### src/rtl/mux_rd_pkg.sv
package mux_rd_pkg;

  typedef enum logic [2:0] {
    ST_IDLE,
    ST_SETUP,
    ST_ALE,
    ST_GAP,
    ST_READ,
    ST_TAIL
  } rd_state_e;

  // Pin intent for the next cycle, before polarity and registering
  typedef struct packed {
    logic ale_act;
    logic rd_act;
    logic oe_hi;
    logic oe_lo;
  } pin_ctl_t;

endpackage

### src/rtl/mux_rd_ctrl.sv
module mux_rd_ctrl
  import mux_rd_pkg::*;
#(
  parameter int CYC_W           = 4,
  parameter int SETUP_TICKS     = 1,
  parameter int ALE_TICKS       = 4,
  parameter int ADDR_HOLD_TICKS = 1,
  parameter int RD_DELAY_TICKS  = 2,
  parameter int TAIL_TICKS      = 1,
  parameter int HOLD_TICKS      = 2
) (
  input  logic             clk,
  input  logic             rst,
  input  logic             req_valid,
  input  logic [CYC_W-1:0] req_dcyc,
  input  logic             req_hold,
  output logic             busy,
  output logic             accept,
  output logic             cap_en,
  output logic             done_set,
  output pin_ctl_t         ctl_nxt
);

  localparam int CNT_W = CYC_W + 2;
  localparam logic [CNT_W-1:0] SETUP_M1 = CNT_W'(SETUP_TICKS - 1);
  localparam logic [CNT_W-1:0] ALE_M1   = CNT_W'(ALE_TICKS - 1);
  localparam logic [CNT_W-1:0] GAP_M1   = CNT_W'(RD_DELAY_TICKS - 1);
  localparam logic [CNT_W-1:0] LO_LAST  = CNT_W'(RD_DELAY_TICKS - ADDR_HOLD_TICKS);
  localparam logic [CNT_W-1:0] TAIL_M1  = CNT_W'(TAIL_TICKS - 1);
  localparam logic [CNT_W-1:0] HTAIL_M1 = CNT_W'(TAIL_TICKS + HOLD_TICKS - 1);

  rd_state_e        state_q, state_n;
  logic [CNT_W-1:0] cnt_q, cnt_n;
  logic [CYC_W-1:0] dcyc_q;
  logic             hold_q;
  logic [CNT_W-1:0] read_m1;
  logic             last;

  assign last    = (cnt_q == '0);
  assign read_m1 = {1'b0, dcyc_q, 1'b0} - CNT_W'(1);
  assign accept  = (state_q == ST_IDLE) && req_valid;
  assign cap_en  = (state_q == ST_READ) && last;
  assign done_set = (state_q == ST_TAIL) && last;
  assign busy    = (state_q != ST_IDLE);

  always_comb begin
    state_n = state_q;
    cnt_n   = cnt_q - CNT_W'(1);
    case (state_q)
      ST_IDLE: begin
        cnt_n = '0;
        if (req_valid) begin
          state_n = ST_SETUP;
          cnt_n   = SETUP_M1;
        end
      end
      ST_SETUP: if (last) begin state_n = ST_ALE;  cnt_n = ALE_M1;  end
      ST_ALE:   if (last) begin state_n = ST_GAP;  cnt_n = GAP_M1;  end
      ST_GAP:   if (last) begin state_n = ST_READ; cnt_n = read_m1; end
      ST_READ:  if (last) begin
                  state_n = ST_TAIL;
                  cnt_n   = hold_q ? HTAIL_M1 : TAIL_M1;
                end
      ST_TAIL:  if (last) begin state_n = ST_IDLE; cnt_n = '0; end
      default:  begin state_n = ST_IDLE; cnt_n = '0; end
    endcase
  end

  always_comb begin
    ctl_nxt.ale_act = (state_n == ST_ALE);
    ctl_nxt.rd_act  = (state_n == ST_READ);
    ctl_nxt.oe_hi   = (state_n != ST_IDLE);
    ctl_nxt.oe_lo   = (state_n == ST_SETUP) || (state_n == ST_ALE) ||
                      ((state_n == ST_GAP) && (cnt_n >= LO_LAST));
  end

  always_ff @(posedge clk) begin
    if (rst) begin
      state_q <= ST_IDLE;
      cnt_q   <= '0;
      dcyc_q  <= CYC_W'(1);
      hold_q  <= 1'b0;
    end else begin
      state_q <= state_n;
      cnt_q   <= cnt_n;
      if (accept) begin
        dcyc_q <= (req_dcyc == '0) ? CYC_W'(1) : req_dcyc;
        hold_q <= req_hold;
      end
    end
  end

endmodule

### src/rtl/mux_rd_pins.sv
module mux_rd_pins
  import mux_rd_pkg::*;
#(
  parameter int ADDR_W = 16
) (
  input  logic              clk,
  input  logic              rst,
  input  logic              accept,
  input  logic [ADDR_W-1:0] req_addr,
  input  logic              cfg_ale_low,
  input  pin_ctl_t          ctl_nxt,
  output logic              ale,
  output logic              rd_n,
  output logic              wr_n,
  output logic [ADDR_W-1:0] ad_out,
  output logic              oe_hi,
  output logic              oe_lo
);

  always_ff @(posedge clk) begin
    if (rst) begin
      ale    <= cfg_ale_low;
      rd_n   <= 1'b1;
      wr_n   <= 1'b1;
      ad_out <= '0;
      oe_hi  <= 1'b0;
      oe_lo  <= 1'b0;
    end else begin
      ale    <= ctl_nxt.ale_act ^ cfg_ale_low;
      rd_n   <= ~ctl_nxt.rd_act;
      wr_n   <= 1'b1;
      oe_hi  <= ctl_nxt.oe_hi;
      oe_lo  <= ctl_nxt.oe_lo;
      if (accept) ad_out <= req_addr;
    end
  end

endmodule

### src/rtl/mux_rd_capture.sv
module mux_rd_capture #(
  parameter int DATA_W = 8
) (
  input  logic              clk,
  input  logic              rst,
  input  logic              cap_en,
  input  logic              done_set,
  input  logic [DATA_W-1:0] ad_in,
  output logic [DATA_W-1:0] rdata,
  output logic              done
);

  always_ff @(posedge clk) begin
    if (rst) begin
      rdata <= '0;
      done  <= 1'b0;
    end else begin
      done <= done_set;
      if (cap_en) rdata <= ad_in;
    end
  end

endmodule

### src/rtl/mux_rd_seq.sv
module mux_rd_seq
  import mux_rd_pkg::*;
#(
  parameter int ADDR_W = 16,
  parameter int DATA_W = 8,
  parameter int CYC_W  = 4
) (
  input  logic              clk,
  input  logic              rst,
  input  logic              cfg_ale_low,
  input  logic              req_valid,
  input  logic [ADDR_W-1:0] req_addr,
  input  logic [CYC_W-1:0]  req_dcyc,
  input  logic              req_hold,
  output logic              busy,
  output logic              done,
  output logic [DATA_W-1:0] rdata,
  output logic              ale,
  output logic              rd_n,
  output logic              wr_n,
  output logic [ADDR_W-1:0] ad_out,
  output logic              ad_oe_hi,
  output logic              ad_oe_lo,
  input  logic [DATA_W-1:0] ad_in
);

  logic     accept, cap_en, done_set;
  pin_ctl_t ctl_nxt;

  mux_rd_ctrl #(.CYC_W(CYC_W)) u_ctrl (
    .clk      (clk),
    .rst      (rst),
    .req_valid(req_valid),
    .req_dcyc (req_dcyc),
    .req_hold (req_hold),
    .busy     (busy),
    .accept   (accept),
    .cap_en   (cap_en),
    .done_set (done_set),
    .ctl_nxt  (ctl_nxt)
  );

  mux_rd_pins #(.ADDR_W(ADDR_W)) u_pins (
    .clk        (clk),
    .rst        (rst),
    .accept     (accept),
    .req_addr   (req_addr),
    .cfg_ale_low(cfg_ale_low),
    .ctl_nxt    (ctl_nxt),
    .ale        (ale),
    .rd_n       (rd_n),
    .wr_n       (wr_n),
    .ad_out     (ad_out),
    .oe_hi      (ad_oe_hi),
    .oe_lo      (ad_oe_lo)
  );

  mux_rd_capture #(.DATA_W(DATA_W)) u_cap (
    .clk     (clk),
    .rst     (rst),
    .cap_en  (cap_en),
    .done_set(done_set),
    .ad_in   (ad_in),
    .rdata   (rdata),
    .done    (done)
  );

endmodule

### config.mk
export PLATFORM = sky130hd
export DESIGN_NAME = mux_rd_seq
export DESIGN_NICKNAME = d
export VERILOG_FILES = /design/src/rtl/mux_rd_pkg.sv /design/src/rtl/mux_rd_ctrl.sv /design/src/rtl/mux_rd_pins.sv /design/src/rtl/mux_rd_capture.sv /design/src/rtl/mux_rd_seq.sv
export SDC_FILE = /design/constraint.sdc
export NUM_CORES = 1
export LEC_CHECK = 0
export ABC_AREA = 1
export CORE_MARGIN = 2
export CORE_UTILIZATION = 40
export CTS_BUF_LIST = sky130_fd_sc_hd__clkbuf_16
export DETAILED_ROUTE_END_ITERATION = 6
export DONT_BUFFER_PORTS = 1
export PLACE_DENSITY = 0.53
export SLEW_MARGIN = 10
export SYNTH_ARGS = -nofsm -noshare
export SYNTH_HDL_FRONTEND = slang
export SYNTH_SLANG_ARGS = --single-unit
### constraint.sdc
create_clock -name clk -period 2.1 [get_ports clk]
set_clock_uncertainty 0.05 [all_clocks]
set_input_delay 0.42 -clock clk [delete_from_list [all_inputs] [get_ports clk]]
set_output_delay 0.42 -clock clk [all_outputs]
set_load 0.005 [all_outputs]
==> results.toml, run 1 <==
[outcome]
status = "complete, no violations"

[detailed_routing]
vias = 1624
dr_wl_met3_um = 260
drt-initial-drc-count = 84
wl_met1_um = 1900
drt_wl_total_um = 4030
highest_layer = "met4"
viasPerCell = 4.97
wire_per_inst_um = 12.3
wl_met2_um = 1810
first_pass_iters = 4
drtAntennaViolNets = 0
drc = 0

[setup_path]
start_kind = "flip-flop"
cp_max_fo = 6
cp.required_ns = 2.22
r2r_setup_slack_ns = 0.34
path_common_cell = "nor2_1"
slowest_stage = "dfxtp_1"
crit_chain = "inv_1 -> ha_1 -> nand2_4 -> nor2_8 -> nand2_1 -> nor2_1 -> nor2_1 -> nor2_1 -> nand3_1 -> nor2_1 -> nor2_1"
crit_type = "reg2reg"
rr_worst_depth = 11
max_stage_delay_ns = 0.30
worst_r2r_endpoint = "u_pins.oe_lo"
arrival_ns = 1.89
reg2reg_from = "u_ctrl.cnt_q[0]"
end_kind = "flip-flop"

[die]
std_cell_rows = 25
die-area_mm2 = 0.00544
core-area_mm2 = 0.00469
die_h_um = 73.7
io_pins = 64
initial_core_util_pct = 41.5
die_w_um = 73.7

[timing]
fin_crit_sh_pct = 84.0
tns_ns = 0
maxSlewViolCount = 0
fmax_ghz = 0.567
rsz0062_at_grt = "false"
finalHoldViolations = 0
min_period_ns = 1.76
fin_ws_ns = 0.336
finalSetupViolations = 0

[worst_hold_path]
hold_path_class = "in2reg"
min_to = "u_ctrl.hold_q"
hold_depth = 1
hold_start = "rst"

[global_route]
overflow = 0
grt_pass1_wl_um = 6660
antenna_found_initial = 0
first_global_vias = 1477
grt_max_degree = 30
grt_use_total_pct = 15.9

[synth]
synth.cell_area_mm2 = 0.00195
ys.warnings.count = 0
synth_edf_count = 0
synth_cell_types = 28
async_reset_ff_share_pct = 0
avgSynthCellArea_um2 = 7.15
synth_largest_area_cell = "dfxtp_1"
synthFlopType = "dfxtp_1"
seq_area_frac_synth_pct = 44.2
synth_top_area_share_pct = 44.2
yosys-top-cells-area = "dfxtp_1 44%, nand2_1 15%, nor2_1 7.1%"
ys_seq_elements = 43
synth_nets = 308
yosysMostFrequentCell = "nand2_1"
synth_cells = 272
netlist_top_cells_count = "77 x nand2_1, 43 x dfxtp_1, 37 x nor2_1, 23 x a21oi_1, 21 x inv_1"

[clock_network]
cts_setup_buffers = 0
cts.sinks = 43
cts_max_level = 2
clock_path_buffers = 2
clkLatencyLatePin_ns = 0.28
cts_tree = "yes"
hold_buffers = 0
numCtsBuffers = 5
cts.clk_slew.worst_paths_ns = 0.06
cts_resized = 0
root_buffer = "clkbuf_16"

[place]
dp_hpwl_um = 2910
dp_slack_ns = 0.349
gp_congestion = 0.793
io_buffers = 0

[layout]
n_antenna_cell = 0
syn_to_final_growth_pct = 11.7
drive_gt1_share_pct = 10.3
nets = 308

[flow_run]
drv_cap = 0

[power_and_ir_drop]
power.density_mw_per_mm2 = 1930
p_leak_nw = 0.980
ir_drop_mv = 0.640
finalPower_mw = 4.19
where the power goes:
part	total (mW)	switching, mW	internal (mW)
clock network	0.977	0.300	0.677
logic	1.89	1.23	0.654
registers	1.32	0.233	1.09
kinds of logic (layout without fill, tap and decap cells):
family	count (synthesis)	count (layout)	share of synthesized area, %
xor gates and xnor gates	3	3	1.35
adders and majority gates	3	3	1.93
buffers and inverters	34	35	6.95
DFF	43	43	44.2
other	1	1	0.193
AOI/OAI and AO/OA	39	39	10.7
and+or+nand+nor	149	149	34.6
worst max-delay path by stage:
stage,start,end,cells after the start,slack [ns]
after global placement,u_ctrl.cnt_q[0],u_pins.oe_lo,11,0.33
after detailed placement,u_ctrl.cnt_q[0],u_pins.oe_lo,11,0.35
after CTS,u_ctrl.cnt_q[0],u_pins.oe_lo,11,0.33
after global routing,u_ctrl.cnt_q[0],u_pins.oe_lo,11,0.21
after floorplan,u_ctrl.cnt_q[0],u_pins.oe_lo,11,0.56
final,u_ctrl.cnt_q[0],u_pins.oe_lo,11,0.34
per-layer routing:
layer | GRT usage (%) | vias up
li1 | - | 865
met1 | 20.6 | 715
met2 | 24.8 | 40
met3 | 5.08 | 4
met4 | 5.45 | 0
met5 | 0 | -
sequential cells by signal, summed over array words and instances, names as in the netlist, 3 cells and up:
signal / cells
u_pins.ad_out: 16
u_ctrl.state_q: 3
u_cap.rdata: 8
u_ctrl.cnt_q: 6
u_ctrl.dcyc_q: 4
metrics by stage:
stage                     cells  cell area [um^2]  hold WS (ns)  utilization [%]
final                       327              2170         0.156             46.3
after global routing        327              2170         0.144             46.3
after CTS                   327              2170         0.148             46.3
after detailed placement    319              1980         0.408             42.3
after global placement      319              1980         0.405             42.3
after floorplan             272              1950         0.396                -
cell type report:
class | instances | area [um^2]
Fill cell | 463 | 2520
Multi-Input combinational cell | 195 | 950
Sequential cell | 43 | 861
Clock buffer | 5 | 125
Inverter | 26 | 98.8
Tap cell | 54 | 67.6
Clock inverter | 3 | 63.8
Timing Repair Buffer | 1 | 7.51
worst max-delay path, delay by kind of cell, from the launching register on:
| family | cells | cell delay (ns) |
|---|---|---|
| AND/OR/NAND/NOR | 9 | 0.90 |
| flip-flops | 1 | 0.30 |
| adder cells (fa/ha/maj) | 1 | 0.28 |
| buffers and inverters | 1 | 0.14 |
cell usage in the layout, fill, tap and decap left out, types with 2 or more instances in the layout:
cell type  count
a21oi_1       23
bufinv_16      2
clkbuf_16      5
dfxtp_1       43
ha_1           3
inv_1         22
inv_2          4
nand2_1       77
nand2_4        2
nand3_1       12
nand3_2        2
nand4_1        4
nor2_1        37
nor2_2         5
nor2_4         3
nor3_1         4
o21ai_0       13
xor2_1         2
Power figures use the tool's default switching activity.
==> run 2, diff against run 1 <==
clock period = 1.7 ns   (was 2.1 ns; I/O delays follow)
==> run 2 against run 1 <==
Effect of this change:
- design area up 0.23%
- sequential power up 23%
- total power up 22%
- hold slack worse by 0.079 ns
- via count up 0.99%
==> results.toml, run 2 (same netlist as run 1, synthesis figures left out) <==
[detailed_routing]
viasPerCell = 4.98
drc = 0
wl_met2_um = 1830
wire_per_inst_um = 12.5
drt_wl_total_um = 4110
highest_layer = "met4"
drt-initial-drc-count = 34
dr_wl_met3_um = 250
wl_met1_um = 1990
vias = 1640
drtAntennaViolNets = 0
first_pass_iters = 4

[setup_path]
path_delay_family = "simple AND/OR/NAND/NOR gates"
end_kind = "flip-flop"
path_common_cell = "nor2_1"
cp.required_ns = 1.82
worst-path-buf-inv = 1
crit_chain = "inv_1 -> ha_2 -> nand2_4 -> nor2_8 -> nand2_1 -> nor2_2 -> nor2_1 -> nor2_1 -> nand3_1 -> nor2_1 -> nor2_1"
max_stage_delay_ns = 0.31
cp_max_fo = 5
crit_type = "reg2reg"
worst_r2r_endpoint = "u_pins.oe_lo"
reg2reg_from = "u_ctrl.cnt_q[1]"
start_kind = "flip-flop"
rr_worst_depth = 11
arrival_ns = 1.75
r2r_setup_slack_ns = 0.08
slowest_stage = "dfxtp_1"

[power_and_ir_drop]
p_clk_share_pct = 20.5
p_leak_nw = 0.972
p_int_mw = 2.89
p_comb_share_pct = 47.7
p_switching_mw = 2.23
power_frac_seq_pct = 31.9
power.density_mw_per_mm2 = 2350
swShare_pct = 43.5
ir_drop_mv = 0.833

[flow_run]
drv_cap = 0

[layout]
syn_to_final_growth_pct = 12.0
nFillCells = 498
n_antenna_cell = 0
reg.largest.list = "u_pins.ad_out (16), u_cap.rdata (8), u_ctrl.cnt_q (6)"
layout_common_cells = "77 x nand2_1, 43 x dfxtp_1, 36 x nor2_1"
largest_register = "u_pins.ad_out"
layout_commonest_cell = "nand2_1"
nets = 310
finalNonFillerCells = 329
largest_reg_flops = 16
drive_gt1_share_pct = 12.4

[worst_hold_path]
hold_depth = 1
hold_path_class = "in2reg"
min_to = "u_ctrl.hold_q"
hold_start = "rst"

[timing]
finalSetupViolations = 0
finalHoldViolations = 0
rsz0062_at_grt = "true"
fin_ws_ns = 0.0762
fin_crit_sh_pct = 95.5
min_period_ns = 1.62
fmax_ghz = 0.616
holdWs_ns = 0.0773
maxSlewViolCount = 0

[die]
io_pins = 64
die_h_um = 73.7
die_w_um = 73.7
initial_core_util_pct = 41.5
die-area_mm2 = 0.00544
core-area_mm2 = 0.00469
std_cell_rows = 25

[place]
gp_congestion = 0.781
dp_slack_ns = 0.0553
dp_hpwl_um = 3050
io_buffers = 0
place_inst = 321

[global_route]
grt_pass1_wl_um = 6820
overflow = 0
grt_use_total_pct = 15.9
antenna_found_initial = 0
grt_max_degree = 30
first_global_vias = 1531

[clock_network]
numCtsBuffers = 5
clock_path_buffers = 2
cts_max_level = 2
cts_tree = "yes"
cts.sinks = 43
root_buffer = "clkbuf_16"
clkLatencyLatePin_ns = 0.28
cts.clk_slew.worst_paths_ns = 0.06
cts_setup_buffers = 0

[outcome]
status = "complete, no violations"
## run 2: power by group through the flow
stage               Sequential, mW  Clock [mW]  Combinational [mW]
floorplan                     1.59           0                1.95
finish                        1.63        1.05                2.44
global placement              1.66           0                2.39
detailed placement            1.66           0                2.39
global route                  1.68        1.12                2.80
CTS                           1.64        1.09                2.42
## run 2: worst max path at each step
stage,startpoint,endpoint,cells past startpoint
floorplan,u_ctrl.cnt_q[0],u_pins.oe_lo,11
global placement,u_ctrl.cnt_q[1],u_pins.oe_lo,11
detailed placement,u_ctrl.cnt_q[1],u_pins.oe_lo,11
CTS,u_ctrl.cnt_q[1],u_pins.oe_lo,11
global route,u_ctrl.cnt_q[1],u_pins.oe_lo,11
finish,u_ctrl.cnt_q[1],u_pins.oe_lo,11
## run 2: through the flow
step	TNS, ns	instance area, um^2	power [mW]	util (%)
finish	0	2180	5.12	46.4
global route	-0.0344	2180	5.60	46.4
CTS	0	2160	5.14	46.1
detailed placement	0	2000	4.05	42.6
global placement	0	2000	4.05	42.6
floorplan	0	1950	3.55	-
## run 2: area by class of cell
cell class	count	area [um^2]	share of cell area [%]
Clock buffer	5	125	5.74
Inverter	26	98.8	4.54
Sequential cell	43	861	39.5
Timing Repair Buffer	3	22.5	1.03
Tap cell	54	67.6	3.10
Multi-Input combinational cell	195	965	44.3
Clock inverter	3	38.8	1.78
## run 2: what timing repair did
item | in CTS | in global routing
gates resized for setup | 0 | 5
setup endpoints to repair | 0 | 9
hold buffers | 0 | 0
endpoints found under the hold margin | 0 | 0
## run 2: layer usage
layer / up-vias / GRT usage [%]
met4: 0 / 4.44
li1: 864 / -
met3: 5 / 5.08
met5: - / 0
met2: 42 / 25.0
met1: 729 / 21.0
==> run 3, diff against run 2 <==
CORE_MARGIN = 5   (was 2)
==> run 3 against run 2 <==
Effect of this change:
- critical path depth is the same
- critical path type unchanged
- sequential power is essentially flat
- die area grew 17%
- hold slack is essentially flat
- critical endpoint unchanged
- total power grew 0.11%
- sequential share of layout area shrank 0.47 points
- flip-flop and latch count is the same
- non-clock buffer count grew 1
- final cell count grew 4.3%
- highest routed layer unchanged
- setup slack gained 0.067 ns
- first-iteration DRC count grew 140%
==> results.toml, run 3 (same netlist as run 1, synthesis figures left out) <==
[outcome]
status = "complete, no violations"

[layout]
nets = 311
n_antenna_cell = 0
nFillCells = 516
largest_register = "u_pins.ad_out"
largest_reg_flops = 16
drive_gt1_share_pct = 13.0
layout_common_cells = "77 x nand2_1, 43 x dfxtp_1, 35 x nor2_1"
reg.largest.list = "u_pins.ad_out (16), u_cap.rdata (8), u_ctrl.cnt_q (6)"
syn_to_final_growth_pct = 13.3
layout_commonest_cell = "nand2_1"
finalNonFillerCells = 343
multi_input_area_um2 = 967
register_area_um2 = 861

[clock_network]
cts_max_level = 2
cts.clk_slew.worst_paths_ns = 0.06
cts_tree = "yes"
cts_setup_buffers = 0
clock_path_buffers = 2
hold_buffers = 0
root_buffer = "clkbuf_16"
cts.sinks = 43
cts_resized = 0
numCtsBuffers = 5
clkLatencyLatePin_ns = 0.28

[global_route]
antenna_found_initial = 0
use_met2_pct = 21.7
first_global_vias = 1517
grt_pass1_wl_um = 7100
met1_usage_pct = 18.2
grt_use_total_pct = 14.4
grt_max_degree = 30
grt-busiest-layer = "met2"
overflow = 0
grt_util_met3_pct = 5.64

[power_and_ir_drop]
finalPower_mw = 5.13
power.density_mw_per_mm2 = 2330
ir_drop_mv = 0.902
p_leak_nw = 0.977

[detailed_routing]
first_pass_iters = 4
viasPerCell = 4.72
vias = 1618
drt_wl_total_um = 4310
drt-initial-drc-count = 81
drc = 0
drtAntennaViolNets = 0
wire_per_inst_um = 12.6

[setup_path]
worst-path-stages = 11
startpoint = "u_ctrl.cnt_q[1]"
crit_end = "u_pins.oe_lo"
crit_type = "reg2reg"
slowest_stage = "dfxtp_1"
path_common_cell = "nor2_1"
r2r_setup_slack_ns = 0.14
reg2reg_from = "u_ctrl.cnt_q[1]"
arrival_ns = 1.69
max_stage_delay_ns = 0.31
path_delay_family = "simple AND/OR/NAND/NOR gates"
worst-path-buf-inv = 1
worst_r2r_endpoint = "u_pins.oe_lo"
crit_chain = "inv_1 -> ha_2 -> nand2_4 -> nor2_8 -> nand2_1 -> nor2_2 -> nor2_1 -> nor2_2 -> nand3_1 -> nor2_1 -> nor2_1"
rr_worst_depth = 11
end_kind = "flip-flop"
cp_max_fo = 5
cp.required_ns = 1.83
start_kind = "flip-flop"

[die]
die_w_um = 79.7
initial_core_util_pct = 41.2
std_cell_rows = 25
io_pins = 64
die_h_um = 79.7
core-area_mm2 = 0.00472
die-area_mm2 = 0.00636

[place]
io_buffers = 0
place_inst = 335
dp_hpwl_um = 3270
dp_slack_ns = 0.0535
gp_congestion = 0.836

[timing]
maxSlewViolCount = 0
finalHoldViolations = 0
min_period_ns = 1.56
fin_ws_ns = 0.143
finalSetupViolations = 0
fin_crit_sh_pct = 91.6
rsz0062_at_grt = "true"
fmax_ghz = 0.642

[worst_hold_path]
hold_start = "rst"
hold_path_class = "in2reg"

[flow_run]
drv_cap = 0
## run 3: metrics by stage
stage               util (%)  hold slack [ns]  setup TNS, ns  cell area, um^2
floorplan                  -            0.387              0             1950
global placement        42.8            0.365              0             2020
detailed placement      42.8            0.366              0             2020
CTS                     46.3           0.0677              0             2190
global route            46.7           0.0622        -0.0131             2200
finish                  46.7           0.0770              0             2200
## run 3: layout make-up
cell class                 count  share of cell area [%]
inverter                      26                    4.48
sequential                    43                    39.0
multi-input combinational    195                    43.9
timing repair buffer           4                    1.36
clock inverter                 3                    1.76
tap                           67                    3.80
clock buffer                   5                    5.68
## run 3: metal layers
| metal | routed length (um) | share of wire [%] |
|---|---|---|
| met2 | 1900 | 44 |
| met5 | 0 | 0 |
| met1 | 2020 | 47 |
| met4 | 68 | 1.6 |
| met3 | 322 | 7.5 |
## run 3: how the worst min path moves through the flow
stage                                  end  depth (start not counted)
after floorplan                 u_pins.ale                          1
after global placement       u_ctrl.hold_q                          1
after detailed placement      u_pins.oe_hi                          1
after CTS                 u_pins.ad_out[5]                          1
after global routing      u_pins.ad_out[4]                          1
final                        u_ctrl.hold_q                          1
## run 3: power breakdown
part	internal [mW]	switching [mW]	leakage, nW
clock network	0.684	0.367	0.0812
logic	0.877	1.56	0.543
registers	1.35	0.289	0.352
total	2.91	2.22	0.977
